**src/rtl/rlg_pkg.sv**
```systemverilog
package rlg_pkg;

    localparam int WORD_W  = 32;
    localparam int END_BIT = 31;

    typedef enum logic [1:0] {
        ST_IDLE,
        ST_CHECK,
        ST_EMIT,
        ST_FINISH
    } rlg_state_e;

endpackage

```
**src/rtl/rlg_check.sv**
```systemverilog
module rlg_check #(
    parameter int CNT_W     = 32,
    parameter int MAX_BYTES = 262144
) (
    input  logic             addr_lsb,
    input  logic [CNT_W-1:0] len,
    output logic             ok
);
    localparam logic [CNT_W-1:0] LIMIT = CNT_W'(MAX_BYTES);

    logic len_zero;
    logic len_big;
    logic odd_any;

    always_comb begin
        len_zero = (len == '0);
        len_big  = (len > LIMIT);
        odd_any  = addr_lsb | len[0];
        ok       = !(len_zero || len_big || odd_any);
    end
endmodule

```
**src/rtl/rlg_slice.sv**
```systemverilog
module rlg_slice #(
    parameter int ADDR_W   = 32,
    parameter int CNT_W    = 32,
    parameter int SEG_BITS = 16
) (
    input  logic [ADDR_W-1:0]          cur_addr,
    input  logic [CNT_W-1:0]           remain,
    output logic [CNT_W-1:0]           len,
    output logic                       is_last,
    output logic [rlg_pkg::WORD_W-1:0] cnt_word,
    output logic [ADDR_W-1:0]          next_addr
);
    import rlg_pkg::*;

    localparam logic [SEG_BITS:0] PAGE = {1'b1, {SEG_BITS{1'b0}}};

    logic [SEG_BITS:0] to_edge;
    logic [CNT_W-1:0]  to_edge_w;

    always_comb begin
        // bytes left before the next page edge
        to_edge   = PAGE - {1'b0, cur_addr[SEG_BITS-1:0]};
        to_edge_w = CNT_W'(to_edge);
        is_last   = (remain <= to_edge_w);
        len       = is_last ? remain : to_edge_w;

        // count word: length field low, end flag on top, rest zero
        cnt_word                 = '0;
        cnt_word[SEG_BITS-1:0]   = len[SEG_BITS-1:0];
        cnt_word[END_BIT]        = is_last;

        next_addr = {cur_addr[ADDR_W-1:SEG_BITS] + 1'b1, {SEG_BITS{1'b0}}};
    end
endmodule

```
**src/rtl/region_list_gen.sv**
```systemverilog
module region_list_gen #(
    parameter int ADDR_W    = 32,
    parameter int CNT_W     = 32,
    parameter int SEG_BITS  = 16,
    parameter int MAX_BYTES = 262144,
    parameter int MAX_ENT   = (MAX_BYTES >> SEG_BITS) + 1,
    parameter int IDX_W     = $clog2(MAX_ENT + 1)
) (
    input  logic                       clk,
    input  logic                       rst_n,
    input  logic                       start_i,
    input  logic [ADDR_W-1:0]          base_addr_i,
    input  logic [CNT_W-1:0]           byte_len_i,
    output logic                       busy_o,
    output logic                       done_o,
    output logic                       err_o,
    output logic                       wr_en_o,
    output logic [IDX_W-1:0]           wr_idx_o,
    output logic [ADDR_W-1:0]          wr_addr_o,
    output logic [rlg_pkg::WORD_W-1:0] wr_cnt_o,
    output logic [IDX_W-1:0]           entry_total_o
);
    import rlg_pkg::*;

    rlg_state_e state_q, state_d;

    logic [ADDR_W-1:0] addr_q;
    logic [CNT_W-1:0]  remain_q;
    logic [IDX_W-1:0]  idx_q;
    logic [IDX_W-1:0]  total_q;
    logic              err_q;

    logic              req_ok;
    logic [CNT_W-1:0]  slice_len;
    logic              slice_last;
    logic [WORD_W-1:0] slice_word;
    logic [ADDR_W-1:0] slice_next;

    rlg_check #(
        .CNT_W     (CNT_W),
        .MAX_BYTES (MAX_BYTES)
    ) u_check (
        .addr_lsb (addr_q[0]),
        .len      (remain_q),
        .ok       (req_ok)
    );

    rlg_slice #(
        .ADDR_W   (ADDR_W),
        .CNT_W    (CNT_W),
        .SEG_BITS (SEG_BITS)
    ) u_slice (
        .cur_addr  (addr_q),
        .remain    (remain_q),
        .len       (slice_len),
        .is_last   (slice_last),
        .cnt_word  (slice_word),
        .next_addr (slice_next)
    );

    // state register
    always_ff @(posedge clk) begin
        if (!rst_n) state_q <= ST_IDLE;
        else        state_q <= state_d;
    end

    // transitions
    always_comb begin
        state_d = state_q;
        unique case (state_q)
            ST_IDLE:   if (start_i) state_d = ST_CHECK;
            ST_CHECK:  state_d = req_ok ? ST_EMIT : ST_FINISH;
            ST_EMIT:   if (slice_last) state_d = ST_FINISH;
            ST_FINISH: state_d = ST_IDLE;
            default:   state_d = ST_IDLE;
        endcase
    end

    // working registers
    always_ff @(posedge clk) begin
        if (!rst_n) begin
            addr_q   <= '0;
            remain_q <= '0;
            idx_q    <= '0;
            total_q  <= '0;
            err_q    <= 1'b0;
        end else begin
            unique case (state_q)
                ST_IDLE: begin
                    if (start_i) begin
                        addr_q   <= base_addr_i;
                        remain_q <= byte_len_i;
                        idx_q    <= '0;
                        total_q  <= '0;
                        err_q    <= 1'b0;
                    end
                end
                ST_CHECK: err_q <= !req_ok;
                ST_EMIT: begin
                    addr_q   <= slice_next;
                    remain_q <= remain_q - slice_len;
                    idx_q    <= idx_q + 1'b1;
                    total_q  <= idx_q + 1'b1;
                end
                ST_FINISH: ;
                default: ;
            endcase
        end
    end

    // outputs
    always_comb begin
        busy_o        = (state_q != ST_IDLE);
        wr_en_o       = (state_q == ST_EMIT);
        done_o        = (state_q == ST_FINISH);
        err_o         = (state_q == ST_FINISH) && err_q;
        wr_idx_o      = idx_q;
        wr_addr_o     = addr_q;
        wr_cnt_o      = slice_word;
        entry_total_o = total_q;
    end

    // guards
    p_cnt_mid_zero_r6: assert property (@(posedge clk) disable iff (!rst_n)
        wr_en_o |-> (wr_cnt_o[END_BIT-1:SEG_BITS] == '0));

    p_addr_step_r3: assert property (@(posedge clk) disable iff (!rst_n)
        (wr_en_o && $past(wr_en_o)) |->
        (wr_addr_o == {$past(wr_addr_o[ADDR_W-1:SEG_BITS]) + 1'b1, {SEG_BITS{1'b0}}}));

    p_idx_step_r10: assert property (@(posedge clk) disable iff (!rst_n)
        (wr_en_o && $past(wr_en_o)) |-> (wr_idx_o == $past(wr_idx_o) + 1'b1));

    p_done_after_end_r10: assert property (@(posedge clk) disable iff (!rst_n)
        (wr_en_o && wr_cnt_o[END_BIT]) |=> (done_o && !wr_en_o));

    p_done_single_r10: assert property (@(posedge clk) disable iff (!rst_n)
        done_o |=> !done_o);

    p_reject_silent_r7: assert property (@(posedge clk) disable iff (!rst_n)
        (done_o && err_o) |-> (!$past(wr_en_o) && entry_total_o == '0));

    p_no_idle_write_r11: assert property (@(posedge clk) disable iff (!rst_n)
        !busy_o |-> !wr_en_o);

endmodule

```
**config.mk**
```make
export PLATFORM = sky130hd
export DESIGN_NAME = region_list_gen
export DESIGN_NICKNAME = d
export VERILOG_FILES = /design/src/rtl/rlg_pkg.sv /design/src/rtl/rlg_check.sv /design/src/rtl/rlg_slice.sv /design/src/rtl/region_list_gen.sv
export SDC_FILE = /design/constraint.sdc
export NUM_CORES = 1
export LEC_CHECK = 0
export ABC_AREA = 1
export ABC_CLOCK_PERIOD_IN_PS = 6500
export BUFFER_PORTS_ARGS = -buffer_cell sky130_fd_sc_hd__buf_4
export CAP_MARGIN = 40
export CORE_UTILIZATION = 55
export DETAILED_ROUTE_END_ITERATION = 10
export PLACE_DENSITY = 0.77
export SYNTH_ARGS = -nofsm -noshare
export SYNTH_HDL_FRONTEND = slang
export SYNTH_SLANG_ARGS = --single-unit
```
**constraint.sdc**
```tcl
create_clock -name clk -period 6.5 [get_ports clk]
set_clock_uncertainty 0.15 [all_clocks]
set_input_delay 1.95 -clock clk [delete_from_list [all_inputs] [get_ports clk]]
set_output_delay 1.95 -clock clk [all_outputs]
set_load 0.005 [all_outputs]
```
Word level (Yosys, flattened, before mapping) --
Index checks and enable logic that the tools add are counted.
Operators by class: $add $sub $neg 4, order comparisons 2, equal/unequal tests 5, mux-type cells 13, bitwise gates (word level) 1, reduce and logical (&&, ||, !) cells 11
Operators by type and width (number):
- one-hot mux 32 bit (2 select lines) | 2
- two-way mux 32 bit | 3
- greater-than comparator 32 x 19 -> 1 bit, second input constant | 1
- less-or-equal comparator 32 x 17 -> 1 bit | 1
- zero test 32 bit | 1
- subtractor 32 bit | 1
- subtractor 17 x 16 -> 17 bit, first input constant | 1
- adder 16 x 1 -> 16 bit, second input constant | 1
- one-hot mux 2 bit (4 select lines) | 1
- one-hot mux 3 bit (2 select lines) | 1
- AND reduction 2 bit | 3
- nonzero test 2 bit | 3
- equality test 2 bit, second input constant | 2
- two-way mux 2 bit | 2
- adder 3 x 1 -> 3 bit, second input constant | 1
- two-way mux 3 bit | 1
- equality test 2 x 1 -> 1 bit, second input constant | 1
- zero test 2 bit | 1
- logical OR 1 bit | 2
- two-way mux 1 bit | 2
- inequality test 2 x 1 -> 1 bit, second input constant | 1
- inequality test 2 bit, second input constant | 1
- one-hot mux 1 bit (2 select lines) | 1
- logical AND 1 bit | 1
- OR 1 bit | 1
Word-level totals: flip-flop bits (word level) 70, input port bits 67, output and inout port bits 74, word-level logic and storage cells 41

Longest topological paths before layout --
word-level depth 5, depth in mapped cells 46, mapped depth without buffers 44

Cells and area by module --
A second synthesis with hierarchy kept.
Unflattened totals: cells, all modules 1317, area, all modules 7711.1 sq um
Modules (own cells, without submodules):
- region_list_gen | instances 1, cells an instance 953, area each 5617.9 sq um, sequential area each 1401.3 sq um
- rlg_slice | instances 1, cells an instance 324, area each 1935.6 sq um, sequential area each 0.0 sq um
- rlg_check | instances 1, cells an instance 40, area each 157.7 sq um, sequential area each 0.0 sq um

Worst setup path after synthesis --
Ideal clock, no wire load.
path kind flip-flop to flip-flop, start register addr_q[0], in the netlist wr_addr_o[0], end register remain_q[20], library setup time 0.133 ns, data arrival time 5.338 ns, data required time 6.217 ns, slack 0.879 ns, stages on the path, launching flop included 41, buffers on the path 2, clock period less this slack 5.621 ns, cell sequence dfxtp_1 inv_1 ha_1 nand2_1 nor2_2 nand3_2 nor3_1 nand2_1 xor2_1 ha_1 nand2_1 inv_1 nand3_1 nor2_1 nand3_1 nor2_2 nand3_2 nand2_2 [... 5 more ...] nor2_1 a211oi_1 o21ai_0 a21oi_1 o21bai_1 nand3_1 nand2_1 nand2_2 nand2_1 nand2_1 nand2_2 nand3_2 nand2_4 nand2_4 nand3b_1 nand3_1 nand2_1 a21oi_2
On the way: cells in the longest elaborated chain, start to end 5
RTL lines:
- start: declaration | line region_list_gen.sv:27 | logic [ADDR_W-1:0] addr_q;
- start signal: assignment | line region_list_gen.sv:91 | addr_q <= base_addr_i;
- start signal: assignment | line region_list_gen.sv:100 | addr_q <= slice_next;
- subtractor 17 x 16 -> 17 bit | line rlg_slice.sv:22 | to_edge = PAGE - {1'b0, cur_addr[SEG_BITS-1:0]};
- less-or-equal comparator 32 x 17 -> 1 bit | line rlg_slice.sv:24 | is_last = (remain <= to_edge_w);
- net slice_last | line region_list_gen.sv:35 | logic slice_last;
- two-way mux 32 bit | line rlg_slice.sv:25 | len = is_last ? remain : to_edge_w;
- net wr_cnt_o, one bit | line region_list_gen.sv:20 | output logic [rlg_pkg::WORD_W-1:0] wr_cnt_o,
- subtractor 32 bit | line region_list_gen.sv:101 | remain_q <= remain_q - slice_len;
- one-hot mux 32 bit (2 select lines) | line region_list_gen.sv:88 | unique case (state_q)
- end signal: assignment | line region_list_gen.sv:92 | remain_q <= byte_len_i;
- end signal: assignment | line region_list_gen.sv:101
- end: declaration | line region_list_gen.sv:28 | logic [CNT_W-1:0] remain_q;
The timed path passes the listed nets, and every way through them passes these cells. A chain may end at the register's enable or synchronous reset.

Final worst setup path --
start register addr_q[0], in the netlist wr_addr_o[0], end output port wr_cnt_o[5] (netlist name)
On the way: cells in the longest elaborated chain, start to end 3
RTL lines (line):
- subtractor 17 x 16 -> 17 bit (*) | rlg_slice.sv:22
- less-or-equal comparator 32 x 17 -> 1 bit | rlg_slice.sv:24
- two-way mux 32 bit (*) | rlg_slice.sv:25
- end: declaration | region_list_gen.sv:20
Every way passes the cells marked *; elsewhere a longest branch is shown, timed or not.

==> results by group <==
STA
  – Worst hold slack: roughly 0.33 ns
  – Fmax: 163 MHz
  – Final min period: just over 6 ns
  – Fin. max-slew vios: 0
  – RSZ-0062 raised after global routing: no
  – Final setup TNS: 0 ns
  – Hold Fails Final Rpt: 0
  – Fin crit share: between 90% and 100%
  – Rel. slew slack: 44.2%
  – Worst slew pin tran: 0.836 ns
  – Finish-stage setup viols: 0

Synth
  – Flops & latches, synth: 70
  – Most used flip-flop cell after synthesis: dfxtp_1
  – Simple logic cell fraction of the synthesized area: 34.8%
  – Seq/Total Area, Yosys: 23.3%
  – Post-Syn Area: 0.00603 mm^2
  – Largest family of logic cells by synthesized area: simple AND/OR/NAND/NOR gates
  – Mux share of post-synthesis cell area: 0%
  – Post-synth EDFFs: 0
  – Yosys cell types: 44
  – Xor/xnor share of the synthesized area: under 10%
  – Compound-cell area share of the yosys netlist: a little under a fifth
  – Mapped Cells: 949
  – YS warnings: 0
  – Post-synth ARST share: 0%
  – Synth Area in Adders: under 10%
  – Avg Inst Size Synth: 6.35 um^2

CTS
  – CTS Root Cell: clkbuf_8
  – Skew-Pair Late Insertion Delay: 0.39 ns
  – H-Tree Level Count: 3
  – CTS buffer count: 9
  – TritonCTS clock tree: built
  – Total clock sinks: 70
  – Clk slew on worst S/H paths: 0.08 ns
  – CTS Buffer Depth: 2

Layout
  – Layout Nets: ~1,200
  – Final core occ: 68.9%
  – Highest-count cells in the layout ignoring fill and taps: nand2_1, buf_4, inv_1
  – Diodes inserted: 0
  – Commonest non-fill, non-tap cell in the layout: nand2_1
  – Share of layout cells above drive strength 1: 19.5%
  – Fillers: 995
  – Area Overhead vs Synth: 19.6%

Floorplanning
  – Cell Rows: 37
  – Die area: 0.0114 mm^2
  – DIE HEIGHT: 107 um
  – Initial core utilization: 57.6%
  – IO Pins: 141
  – Die width: ~110 um
  – Core area: 0.0105 mm^2

Pwr
  – Sw frac: 54.4%
  – Clock power share: 9.3%
  – Largest vdd supply drop: 0.323 mV
  – Pwr Density: 628 mW/mm^2
  – Sequential Power Share: roughly 18%
  – Comb power frac: between 70 and 80%
  – Switching pwr: 2.46 mW
  – Int Pwr: slightly above 2 mW
  – Leak Pwr: 3.46 nW

Drt
  – Routed WL: 17,600 um
  – Vias per cell: ~5.4
  – DR DRC count: 0
  – Wirelength per Cell: 14.7 um
  – DRT antenna net count: 0
  – Vias: 6,474
  – Initial DRC count: between 500 and 600
  – Drt pass-1 iters: 5

Global route
  – Largest net degree at the start of global routing: 58
  – Grt ovf: 0
  – First-pass GRT wire length: 28,300 um
  – Vias in the first global route: 5,837
  – Global-route usage over all layers: about a third
  – Antenna violations before repair: 0

Placed design
  – GP Congestion: just over 0.9
  – Port Buffers: 125
  – Final HPWL DP: 13,100 um

Critical path
  – Delay-heaviest family, CP: simple AND/OR/NAND/NOR gates
  – Reg2reg start: wr_addr_o[0]$_SDFFE_PN0P_
  – Worst-path cell chain: inv_1 -> ha_2 -> nand2_1 -> nor2_2 -> nand3_2 -> nor3_1 -> nand2_1 -> xor2_1 -> ha_1 -> nand2_1 -> inv_1 -> nand3_1 -> nor2_1 -> nand3_1 -> nor2_2 -> nand3_2 -> nand2_4 -> inv_2 -> or2_2 -> o21ai_0 -> inv_1 -> buf_4
  – Max stage delay cell, worst path: dfxtp_1
  – CP startpoint: wr_addr_o[0]$_SDFFE_PN0P_
  – CP arrival: about 4 ns
  – CP required: 4.40 ns
  – Max FO, Critical Path: 16
  – Critical Path End Type: primary output
  – Startpoint types: flop
  – Buffers plus inverters on the worst setup path: 5
  – Crit path kind: flop to primary output
  – Slowest stage delay, CP: 0.35 ns

Worst hold path
  – HP Class: flop to flop
  – HP Start: wr_addr_o[1]$_SDFFE_PN0P_

Run status
  – Status: finished clean

Flow run
  – Max Cap Violations: 0
-- layout make-up --
| cell class | count | area (um^2) | share of cell area [%] |
|---|---|---|---|
| Clock inverter | 6 | 93.8 | 1.30 |
| Multi-Input combinational cell | 722 | 3980 | 55.1 |
| Clock buffer | 10 | 128 | 1.77 |
| Sequential cell | 70 | 1400 | 19.4 |
| Tap cell | 136 | 170 | 2.36 |
| Timing Repair Buffer | 133 | 1010 | 14.0 |
| Inverter | 116 | 435 | 6.04 |
-- cell families after synthesis --
| kind of cell | after synthesis |
|---|---|
| fa+ha+maj | 37 |
| other cells | 1 |
| buf+inv | 171 |
| xor+xnor | 27 |
| flops | 70 |
| compound gates | 194 |
| simple gates | 449 |
-- worst register-to-register path, delay by kind of cell (launching register included) --
| family | cells | cell delay, ns |
|---|---|---|
| xor+xnor | 1 | 0.17 |
| flops | 1 | 0.35 |
| fa+ha+maj | 4 | 1.23 |
| buf+inv | 2 | 0.20 |
| simple gates | 28 | 2.74 |
| compound gates | 7 | 0.86 |
-- state kept, by name (all words and copies together), names as in the netlist --
signal and flops:
remain_q 32, state_q 2, wr_addr_o 32, err_q 1
entry_total_o 3
-- stage by stage --
step	cell area, um^2	instances	setup WS [ns]	power, mW
finish	7210	1193	0.356	4.53
global route	7210	1193	0.0302	4.96
CTS	7200	1193	0.288	4.47
detailed placement	6980	1177	0.557	4.02
global placement	6960	1175	0.749	3.97
floorplan	6080	963	0.879	3.10
-- power groups by stage --
stage | sequential [mW] | clock [mW] | combinational [mW]
2_1_floorplan | 0.748 | 0 | 2.35
4_1_cts | 0.805 | 0.429 | 3.23
5_1_grt | 0.838 | 0.446 | 3.68
3_3_place_gp | 0.811 | 0 | 3.16
6_report | 0.814 | 0.423 | 3.29
3_5_place_dp | 0.813 | 0 | 3.21
-- layer usage --
layer	wire length, um	global-route usage (%)
met1	8270	43.9
met2	7580	48.2
met3	1310	6.38
met4	416	11.4
met5	0	0
-- synth_stat cells, drive strengths merged, types with 4 or more instances --
cell	n	share of area, %
nand2	219	15
inv	115	7.2
nor2	104	7.2
a21oi	83	7.3
o21ai	71	5.9
dfxtp	70	23
nand3	66	6.1
ha	36	7.5
clkbuf	28	1.7
buf	27	3.1
nand4	25	3.0
xor2	23	3.3
o211ai	13	1.6
nor3	12	1.1
a211oi	11	1.4
nor4	8	0.93
nand3b	7	0.87
o22ai	6	0.62
or2	5	0.52
xnor2	4	0.58
-- path summary, 6_finish.rpt --
path                                     to  slack (ns)  cells past startpoint
hold reg to reg   wr_addr_o[1]$_SDFFE_PN0P_        0.33                      2
setup reg to reg  remain_q[20]$_SDFFE_PN0P_        0.67                     42
setup / recovery                wr_cnt_o[5]        0.36                     22
hold / removal    wr_addr_o[1]$_SDFFE_PN0P_        0.33                      2
-- repair_timing --
action,in CTS,in global routing
setup endpoints to repair,0,18
setup buffers,0,0
resized for setup,0,8
hold buffers,0,0
No activity file was read; power rests on OpenSTA's default activity.
